## config.mk

```make
export PLATFORM = sky130hd
export DESIGN_NAME = msi_ind_notify
export DESIGN_NICKNAME = d
export VERILOG_FILES = /design/src/rtl/msi_ind_pkg.sv /design/src/rtl/msi_bit_locator.sv /design/src/rtl/msi_fn_lookup.sv /design/src/rtl/msi_ind_seq.sv /design/src/rtl/msi_ind_notify.sv
export SDC_FILE = /design/constraint.sdc
export NUM_CORES = 1
export LEC_CHECK = 0
export BUFFER_PORTS_ARGS = -buffer_cell sky130_fd_sc_hd__buf_2
export CAP_MARGIN = 10
export CORE_AREA = 2 2 265 267
export CTS_BUF_LIST = sky130_fd_sc_hd__clkbuf_16
export DETAILED_ROUTE_END_ITERATION = 12
export DIE_AREA = 0 0 267 269
export GPL_TIMING_DRIVEN = 0
export PLACE_DENSITY = 0.36
export REMOVE_ABC_BUFFERS = 1
export SYNTH_ARGS = -nofsm -noshare
export SYNTH_HDL_FRONTEND = slang
export SYNTH_SLANG_ARGS = --single-unit
```

## constraint.sdc

```tcl
create_clock -name clk -period 5.95 [get_ports clk]
set_clock_uncertainty 0.1 [all_clocks]
set_input_delay 0.2975 -clock clk [delete_from_list [all_inputs] [get_ports clk]]
set_output_delay 0.2975 -clock clk [all_outputs]
set_load 0.01 [all_outputs]
```

## src/rtl/msi_ind_pkg.sv

```systemverilog
// Package: shared types for the MSI indicator bit setter.
// Assumes nothing beyond standard SystemVerilog.
package msi_ind_pkg;

    // Sequencer phase: idle, indicator byte update, summary byte update.
    typedef enum logic [1:0] {
        PH_IDLE = 2'd0,
        PH_IND  = 2'd1,
        PH_SUM  = 2'd2
    } msi_phase_e;

    // Value returned by a read of the MSI region, low word all ones.
    function automatic logic [63:0] read_pattern();
        return 64'h0000_0000_FFFF_FFFF;
    endfunction

endpackage

```

## src/rtl/msi_bit_locator.sv

```systemverilog
// Module: msi_bit_locator
// Turns a byte base address plus a bit position (offset + vector) into the
// byte address that holds the bit and a one-hot mask for it. Bit 0 of a
// byte is its most significant bit.
// Assumes the byte index (bit position / 8) fits in AW bits.
module msi_bit_locator #(
    parameter int AW    = 32,
    parameter int OFF_W = 16,
    parameter int VEC_W = 16,
    localparam int POS_W = ((OFF_W > VEC_W) ? OFF_W : VEC_W) + 1
) (
    input  logic [AW-1:0]    base,
    input  logic [OFF_W-1:0] bit_off,
    input  logic [VEC_W-1:0] vec,
    output logic [AW-1:0]    byte_addr,
    output logic [7:0]       bit_mask
);

    logic [POS_W-1:0] bit_pos;

    // Absolute bit position within the array.
    always_comb bit_pos = POS_W'(bit_off) + POS_W'(vec);

    // Byte holding the bit, and the MSB-first mask within it.
    always_comb begin
        byte_addr = base + AW'(bit_pos[POS_W-1:3]);
        bit_mask  = 8'h80 >> bit_pos[2:0];
    end

endmodule

```

## src/rtl/msi_fn_lookup.sv

```systemverilog
// Module: msi_fn_lookup
// Selects one function's settings from the flattened per-function tables by
// index. An index at or above NUM_FN reports no function.
// Assumes the tables are stable while a write is being accepted.
module msi_fn_lookup #(
    parameter int NUM_FN = 4,
    parameter int IDX_W  = 16,
    parameter int AW     = 32,
    parameter int OFF_W  = 16,
    parameter int ISC_W  = 3
) (
    input  logic [IDX_W-1:0]        idx,
    input  logic [NUM_FN-1:0]       fn_bound,
    input  logic [NUM_FN-1:0]       fn_enable,
    input  logic [NUM_FN*ISC_W-1:0] fn_isc,
    input  logic [NUM_FN*AW-1:0]    fn_ind_base,
    input  logic [NUM_FN*OFF_W-1:0] fn_ind_off,
    input  logic [NUM_FN*AW-1:0]    fn_sum_base,
    input  logic [NUM_FN*OFF_W-1:0] fn_sum_off,
    output logic                    sel_bound,
    output logic                    sel_enable,
    output logic [ISC_W-1:0]        sel_isc,
    output logic [AW-1:0]           sel_ind_base,
    output logic [OFF_W-1:0]        sel_ind_off,
    output logic [AW-1:0]           sel_sum_base,
    output logic [OFF_W-1:0]        sel_sum_off
);

    logic [ISC_W-1:0] isc_a      [NUM_FN];
    logic [AW-1:0]    ind_base_a [NUM_FN];
    logic [OFF_W-1:0] ind_off_a  [NUM_FN];
    logic [AW-1:0]    sum_base_a [NUM_FN];
    logic [OFF_W-1:0] sum_off_a  [NUM_FN];

    // Unpack each slot of the flattened tables.
    for (genvar g = 0; g < NUM_FN; g++) begin : g_slot
        assign isc_a[g]      = fn_isc[g*ISC_W +: ISC_W];
        assign ind_base_a[g] = fn_ind_base[g*AW +: AW];
        assign ind_off_a[g]  = fn_ind_off[g*OFF_W +: OFF_W];
        assign sum_base_a[g] = fn_sum_base[g*AW +: AW];
        assign sum_off_a[g]  = fn_sum_off[g*OFF_W +: OFF_W];
    end

    // Index match; defaults describe "no function".
    always_comb begin
        sel_bound    = 1'b0;
        sel_enable   = 1'b0;
        sel_isc      = '0;
        sel_ind_base = '0;
        sel_ind_off  = '0;
        sel_sum_base = '0;
        sel_sum_off  = '0;
        for (int i = 0; i < NUM_FN; i++) begin
            if (idx == IDX_W'(i)) begin
                sel_bound    = fn_bound[i];
                sel_enable   = fn_enable[i];
                sel_isc      = isc_a[i];
                sel_ind_base = ind_base_a[i];
                sel_ind_off  = ind_off_a[i];
                sel_sum_base = sum_base_a[i];
                sel_sum_off  = sum_off_a[i];
            end
        end
    end

endmodule

```

## src/rtl/msi_ind_seq.sv

```systemverilog
// Module: msi_ind_seq
// Accepts MSI accesses and sequences the two byte OR operations: indicator
// first, then summary. It raises the interrupt when the old summary byte was
// zero, emits error events for writes with no function, and answers reads.
// Assumes the memory port keeps mem_old valid in the cycle mem_ack is high.
module msi_ind_seq
    import msi_ind_pkg::*;
#(
    parameter int          AW          = 32,
    parameter int          IDX_W       = 16,
    parameter int          VEC_W       = 16,
    parameter int          ISC_W       = 3,
    parameter int          RSP_W       = 64,
    parameter int          ERR_VEC_LSB = 16,
    parameter logic [15:0] ERR_NO_MSI  = 16'h0031
) (
    input  logic             clk,
    input  logic             rst_n,
    input  logic             msi_valid,
    output logic             msi_ready,
    input  logic             msi_write,
    input  logic [AW-1:0]    msi_addr,
    input  logic [IDX_W-1:0] idx,
    input  logic [VEC_W-1:0] vec,
    input  logic             fn_hit,
    input  logic             fn_en,
    input  logic [ISC_W-1:0] fn_isc,
    input  logic [AW-1:0]    ind_addr,
    input  logic [7:0]       ind_mask,
    input  logic [AW-1:0]    sum_addr,
    input  logic [7:0]       sum_mask,
    output logic             mem_req,
    output logic [AW-1:0]    mem_addr,
    output logic [7:0]       mem_mask,
    input  logic             mem_ack,
    input  logic [7:0]       mem_old,
    output logic             irq_pulse,
    output logic [ISC_W-1:0] irq_isc,
    output logic             err_valid,
    output logic [15:0]      err_code,
    output logic [IDX_W-1:0] err_index,
    output logic [AW-1:0]    err_addr,
    output logic [31:0]      err_info,
    output logic             rsp_valid,
    output logic [RSP_W-1:0] rsp_data,
    output logic             sum_phase
);

    msi_phase_e       phase;
    logic [AW-1:0]    ind_addr_q;
    logic [7:0]       ind_mask_q;
    logic [AW-1:0]    sum_addr_q;
    logic [7:0]       sum_mask_q;
    logic [ISC_W-1:0] isc_q;
    logic             accept;

    // Handshake at the MSI edge.
    always_comb begin
        msi_ready = (phase == PH_IDLE);
        accept    = msi_valid && msi_ready;
    end

    // Memory request drive, selecting the captured byte for the phase.
    always_comb begin
        mem_req   = (phase != PH_IDLE);
        sum_phase = (phase == PH_SUM);
        mem_addr  = sum_phase ? sum_addr_q : ind_addr_q;
        mem_mask  = sum_phase ? sum_mask_q : ind_mask_q;
        err_code  = ERR_NO_MSI;
        rsp_data  = RSP_W'(read_pattern());
    end

    // Phase sequencing, capture of the access, and strobe generation.
    always_ff @(posedge clk) begin
        if (!rst_n) begin
            phase      <= PH_IDLE;
            ind_addr_q <= '0;
            ind_mask_q <= 8'h80;
            sum_addr_q <= '0;
            sum_mask_q <= 8'h80;
            isc_q      <= '0;
            irq_pulse  <= 1'b0;
            irq_isc    <= '0;
            err_valid  <= 1'b0;
            err_index  <= '0;
            err_addr   <= '0;
            err_info   <= '0;
            rsp_valid  <= 1'b0;
        end else begin
            irq_pulse <= 1'b0;
            err_valid <= 1'b0;
            rsp_valid <= 1'b0;
            unique case (phase)
                PH_IDLE: begin
                    if (accept) begin
                        if (!msi_write) begin
                            rsp_valid <= 1'b1;
                        end else if (!fn_hit) begin
                            err_valid <= 1'b1;
                            err_index <= idx;
                            err_addr  <= msi_addr;
                            err_info  <= 32'(vec) << ERR_VEC_LSB;
                        end else if (fn_en) begin
                            ind_addr_q <= ind_addr;
                            ind_mask_q <= ind_mask;
                            sum_addr_q <= sum_addr;
                            sum_mask_q <= sum_mask;
                            isc_q      <= fn_isc;
                            phase      <= PH_IND;
                        end
                    end
                end
                PH_IND: begin
                    if (mem_ack) phase <= PH_SUM;
                end
                PH_SUM: begin
                    if (mem_ack) begin
                        irq_pulse <= (mem_old == 8'h00);
                        irq_isc   <= isc_q;
                        phase     <= PH_IDLE;
                    end
                end
                default: phase <= PH_IDLE;
            endcase
        end
    end

endmodule

```

## src/rtl/msi_ind_notify.sv

```systemverilog
// Module: msi_ind_notify (top)
// MSI write to adapter indicator bit setter. It decodes the function index
// and vector, locates the indicator and summary bits, and runs the two byte
// OR operations through the sequencer.
// Assumes the per-function tables change only while msi_ready is low or no
// access is offered.
module msi_ind_notify
    import msi_ind_pkg::*;
#(
    parameter int          AW          = 32,
    parameter int          DATA_W      = 32,
    parameter int          VEC_W       = 16,
    parameter int          NUM_FN      = 4,
    parameter int          OFF_W       = 16,
    parameter int          ISC_W       = 3,
    parameter int          RSP_W       = 64,
    parameter int          ERR_VEC_LSB = 16,
    parameter logic [15:0] ERR_NO_MSI  = 16'h0031,
    localparam int         IDX_W       = DATA_W - VEC_W
) (
    input  logic                    clk,
    input  logic                    rst_n,
    input  logic                    msi_valid,
    output logic                    msi_ready,
    input  logic                    msi_write,
    input  logic [AW-1:0]           msi_addr,
    input  logic [DATA_W-1:0]       msi_data,
    output logic                    rsp_valid,
    output logic [RSP_W-1:0]        rsp_data,
    input  logic [NUM_FN-1:0]       fn_bound,
    input  logic [NUM_FN-1:0]       fn_enable,
    input  logic [NUM_FN*ISC_W-1:0] fn_isc,
    input  logic [NUM_FN*AW-1:0]    fn_ind_base,
    input  logic [NUM_FN*OFF_W-1:0] fn_ind_off,
    input  logic [NUM_FN*AW-1:0]    fn_sum_base,
    input  logic [NUM_FN*OFF_W-1:0] fn_sum_off,
    output logic                    mem_req,
    output logic [AW-1:0]           mem_addr,
    output logic [7:0]              mem_mask,
    input  logic                    mem_ack,
    input  logic [7:0]              mem_old,
    output logic                    irq_pulse,
    output logic [ISC_W-1:0]        irq_isc,
    output logic                    err_valid,
    output logic [15:0]             err_code,
    output logic [IDX_W-1:0]        err_index,
    output logic [AW-1:0]           err_addr,
    output logic [31:0]             err_info
);

    localparam int N_LOC = 2;   // 0: indicator array, 1: summary array

    logic [IDX_W-1:0] wr_idx;
    logic [VEC_W-1:0] wr_vec;
    logic             sel_bound, sel_enable;
    logic [ISC_W-1:0] sel_isc;
    logic [AW-1:0]    sel_ind_base, sel_sum_base;
    logic [OFF_W-1:0] sel_ind_off, sel_sum_off;
    logic [AW-1:0]    loc_base  [N_LOC];
    logic [OFF_W-1:0] loc_off   [N_LOC];
    logic [VEC_W-1:0] loc_vec   [N_LOC];
    logic [AW-1:0]    loc_addr  [N_LOC];
    logic [7:0]       loc_mask  [N_LOC];
    logic             sum_phase;

    // Split of the write data into function index and vector.
    always_comb begin
        wr_idx = msi_data[DATA_W-1:VEC_W];
        wr_vec = msi_data[VEC_W-1:0];
    end

    msi_fn_lookup #(
        .NUM_FN (NUM_FN),
        .IDX_W  (IDX_W),
        .AW     (AW),
        .OFF_W  (OFF_W),
        .ISC_W  (ISC_W)
    ) u_lookup (
        .idx          (wr_idx),
        .fn_bound     (fn_bound),
        .fn_enable    (fn_enable),
        .fn_isc       (fn_isc),
        .fn_ind_base  (fn_ind_base),
        .fn_ind_off   (fn_ind_off),
        .fn_sum_base  (fn_sum_base),
        .fn_sum_off   (fn_sum_off),
        .sel_bound    (sel_bound),
        .sel_enable   (sel_enable),
        .sel_isc      (sel_isc),
        .sel_ind_base (sel_ind_base),
        .sel_ind_off  (sel_ind_off),
        .sel_sum_base (sel_sum_base),
        .sel_sum_off  (sel_sum_off)
    );

    // Operand selection for the two locators; only the indicator adds the vector.
    always_comb begin
        loc_base[0] = sel_ind_base;
        loc_off[0]  = sel_ind_off;
        loc_vec[0]  = wr_vec;
        loc_base[1] = sel_sum_base;
        loc_off[1]  = sel_sum_off;
        loc_vec[1]  = '0;
    end

    for (genvar g = 0; g < N_LOC; g++) begin : g_loc
        msi_bit_locator #(
            .AW    (AW),
            .OFF_W (OFF_W),
            .VEC_W (VEC_W)
        ) u_loc (
            .base      (loc_base[g]),
            .bit_off   (loc_off[g]),
            .vec       (loc_vec[g]),
            .byte_addr (loc_addr[g]),
            .bit_mask  (loc_mask[g])
        );
    end

    msi_ind_seq #(
        .AW          (AW),
        .IDX_W       (IDX_W),
        .VEC_W       (VEC_W),
        .ISC_W       (ISC_W),
        .RSP_W       (RSP_W),
        .ERR_VEC_LSB (ERR_VEC_LSB),
        .ERR_NO_MSI  (ERR_NO_MSI)
    ) u_seq (
        .clk       (clk),
        .rst_n     (rst_n),
        .msi_valid (msi_valid),
        .msi_ready (msi_ready),
        .msi_write (msi_write),
        .msi_addr  (msi_addr),
        .idx       (wr_idx),
        .vec       (wr_vec),
        .fn_hit    (sel_bound),
        .fn_en     (sel_enable),
        .fn_isc    (sel_isc),
        .ind_addr  (loc_addr[0]),
        .ind_mask  (loc_mask[0]),
        .sum_addr  (loc_addr[1]),
        .sum_mask  (loc_mask[1]),
        .mem_req   (mem_req),
        .mem_addr  (mem_addr),
        .mem_mask  (mem_mask),
        .mem_ack   (mem_ack),
        .mem_old   (mem_old),
        .irq_pulse (irq_pulse),
        .irq_isc   (irq_isc),
        .err_valid (err_valid),
        .err_code  (err_code),
        .err_index (err_index),
        .err_addr  (err_addr),
        .err_info  (err_info),
        .rsp_valid (rsp_valid),
        .rsp_data  (rsp_data),
        .sum_phase (sum_phase)
    );

endmodule

```

==> run_results.csv <==
group,metric,value,unit
floorplanning,io_pins,689,
timing,setup_viol,0,
timing,max_slew_margin,0.272,
yosys,synthSimpleGateAreaFrac,0.206,
clocking,cts_buffer_depth,2,
yosys,synth_area,12000,um^2
cells_and_area,antenna_cells,0,
floorplanning,start_util,0.173,
clocking,numCtsBuffers,17,
detailed_routing,dr.pass1.iters,5,
global_route,antenna_found_initial,5,
clocking,cts.reportedPaths.clkPinSlew,0.07,ns
timing,fin_setup_tns,0,ns
timing,holdWs,0.0620,ns
global_route,grt_pass1_wl,84200,um
worst_hold_path,hold_class,"in2reg",
detailed_routing,wl_per_cell,19.4,um
timing,hold_violations,0,
global_route,grt_max_degree,85,
detailed_routing,via_per_inst,4.30,
detailed_routing,dr.first_iter.drc_count,544,
cells_and_area,register_area,3100,um^2
cells_and_area,layout_commonest_cell,"buf_2",
setup_path,critPathLaunchType,"primary input",
pwr,internal_power,1.90,mW
pwr,p_leak,7.71,nW
yosys,ys_seq_elements,155,
placed_design,place_ws,-2.20,ns
yosys,ys_warn_count,0,
global_route,groute.usage.overall,0.161,
setup_path,crit_required,6.20,ns
global_route,grt_pass1_vias,13100,
cells_and_area,nNetsFinal,2642,
floorplanning,rows,97,
cells_and_area,fin_util,0.255,
setup_path,crit_arrival,5.97,ns
flow_run,cap_violations,0,
yosys,synth_xor_area_frac,0.0416,
pwr,power_density,155,nW/um^2
detailed_routing,antenna_left,0,
timing,timing.fmax,175,MHz
yosys,synth.area.mux_share,0.124,
clocking,clock_sinks,155,
setup_path,r2r-start,"u_seq.phase[1]",
floorplanning,die_w,267,um
clocking,insertion_delay,0.47,ns
cells_and_area,drive_gt1_frac,0.395,
status,status,"finished clean",
pwr,swShare,0.305,
pwr,pwr-share-comb,0.182,
detailed_routing,drc,0,
yosys,synth_edf_count,0,
global_route,grt_overflow,0,
worst_hold_path,min_from,"mem_ack",
floorplanning,dieArea,71800,um^2
yosys,synth-compound-area-share,0.222,
yosys,yosysSeqAreaShare,0.258,
placed_design,gp_congestion,0.813,
pwr,switchingPower,0.833,mW
cells_and_area,layout_common_cells,"buf_2 (590), nand2_1 (285), dfxtp_1 (155), a21oi_1 (137), conb_1 (96)",
pwr,ir_drop,0.000157,V
setup_path,cp_max_fo,7,
setup_path,crit_type,"in2reg",
yosys,async_flop_share,0,
cells_and_area,n_fill_cell,7657,
floorplanning,chipHeight,269,um
yosys,synthAdderAreaFrac,0.0498,
pwr,clock_power_share,0.428,
detailed_routing,dr_total_vias,13200,
setup_path,crit_start,"msi_data[29]",
yosys,syn_inst,1479,
timing,post-route-min-period,5.72,ns
yosys,synthDistinctLibCells,85,
setup_path,setup.worst_path.end_class,"flip-flop",
placed_design,dp_hpwl,45400,um
cells_and_area,area_growth_syn_to_layout,47.4,%
cells_and_area,multiInputGateArea,8430,um^2
yosys,synth_top_family_by_area,"compound AO/OA/AOI/OAI gates",
pwr,p_total,2.74,mW
timing,post-route-period-util,0.962,
yosys,ys.flop_type,"dfxtp_1",
timing,drv_slew,0,
clocking,htree_levels,4,
pwr,power_frac_seq,0.390,
clocking,root_buffer,"clkbuf_16",
timing,tightest_slew,1.08,ns
timing,timing.final.ws_setup,0.227,ns
clocking,cts_tree,"done",
placed_design,place.port_buffers,592,
floorplanning,coreArea,69300,um^2
detailed_routing,routed_wl,59600,um
yosys,synth_area_per_cell,8.12,um^2
==> routing by layer <==
| layer | vias up | GRT usage | routed length, um |
|---|---|---|---|
| met3 | 48 | 0.0350 | 3050 |
| met2 | 426 | 0.292 | 30500 |
| met4 | 4 | 0.0390 | 918 |
| met5 | - | 0 | 26 |
| met1 | 6281 | 0.191 | 25100 |
| li1 | 6444 | - | - |
==> logic make-up (layout without fill, tap and decap cells) <==
group,count (synthesis),after routing
compound gates,394,394
fa+ha+maj,46,46
simple gates,524,526
other cells,2,96
xor+xnor,57,57
mux,92,92
flops,155,155
buf+inv,209,762
==> sequential cells by signal, indices dropped and copies added, names as in the netlist, 2 cells and up <==
register and flops:
u_seq.err_info 16, u_seq.phase 2, u_seq.ind_mask_q 8, u_seq.sum_mask_q 8, u_seq.err_addr 32, u_seq.irq_isc 3
u_seq.sum_addr_q 32, u_seq.isc_q 3, u_seq.ind_addr_q 32, u_seq.err_index 16
==> worst paths after layout <==
kind	to	slack, ns	cells after the start
max reg2reg	u_seq.irq_pulse	3.16	5
min	u_seq.irq_isc[2]	0.06	3
min reg2reg	u_seq.ind_addr_q[27]	0.35	2
max	u_seq.ind_addr_q[20]	0.23	26
==> layout make-up <==
class / instances / area share
multi-input cells: 1211 / 0.477
repair buffers: 708 / 0.243
flip-flops and latches: 155 / 0.175
well taps: 940 / 0.0665
clock buffers: 17 / 0.0240
clock inverters: 15 / 0.00976
inverters: 22 / 0.00495
==> what timing repair did <==
item	4_1_cts	5_1_grt
buffers inserted	16	10
hold buffers	69	0
gates resized for setup	26	31
pin swaps	12	23
endpoints found under the setup margin	23	18
cloned	4	0
hold endpoints to repair	67	0
==> cell usage after synthesis (13+ instances only) <==
master / number / area, um^2
a22oi_1: 94 / 706
and2_1: 30 / 188
dfxtp_1: 155 / 3100
nor3_1: 17 / 85.1
nand2b_1: 16 / 100
buf_4: 97 / 728
mux4_2: 41 / 923
inv_1: 21 / 78.8
mux2_2: 43 / 484
a21o_1: 14 / 105
a21oi_1: 140 / 701
nand3_1: 34 / 170
xor2_1: 18 / 158
ha_1: 43 / 538
nand4_1: 13 / 81.3
clkbuf_1: 63 / 236
o21ai_0: 38 / 190
buf_1: 15 / 56.3
a211oi_1: 21 / 158
xnor2_1: 39 / 342
nor2_1: 65 / 244
nand2_1: 286 / 1070
==> worst max-delay path, cell delays in order <==
cell and delay (ns):
buf_2 0.10, or4_4 0.58, or4_4 0.62, nor2_4 0.15, buf_12 0.14, buf_6 0.13
a22oi_1 0.06, nand2_1 0.11, ha_2 0.31, nor2b_2 0.17, o31a_1 0.25, o21a_1 0.20
o21a_1 0.21, o21a_1 0.19, nor2_2 0.11, xnor2_2 0.13, ha_2 0.33, o211ai_1 0.13
a21oi_2 0.08, o41ai_4 0.40, o31ai_4 0.13, o221a_4 0.26, o21ai_4 0.33, a211oi_2 0.13
xnor2_1 0.26, a211oi_2 0.10
==> power by group through the flow <==
stage / Clock, mW / Sequential (mW) / Combinational [mW]
2_1_floorplan: 0 / 1.10 / 0.168
3_3_place_gp: 0 / 1.09 / 0.451
3_5_place_dp: 0 / 1.09 / 0.459
4_1_cts: 1.24 / 1.07 / 0.501
5_1_grt: 1.27 / 1.07 / 0.543
6_report: 1.17 / 1.07 / 0.497
==> through the flow <==
stage                     cell area [um^2]  cells
after floorplan                      11300   1386
after global placement               15400   2918
after global routing                 17700   3068
after CTS                            17500   3058
after detailed placement             15800   2937
final                                17700   3068
No activity file was read; power rests on OpenSTA's default activity.
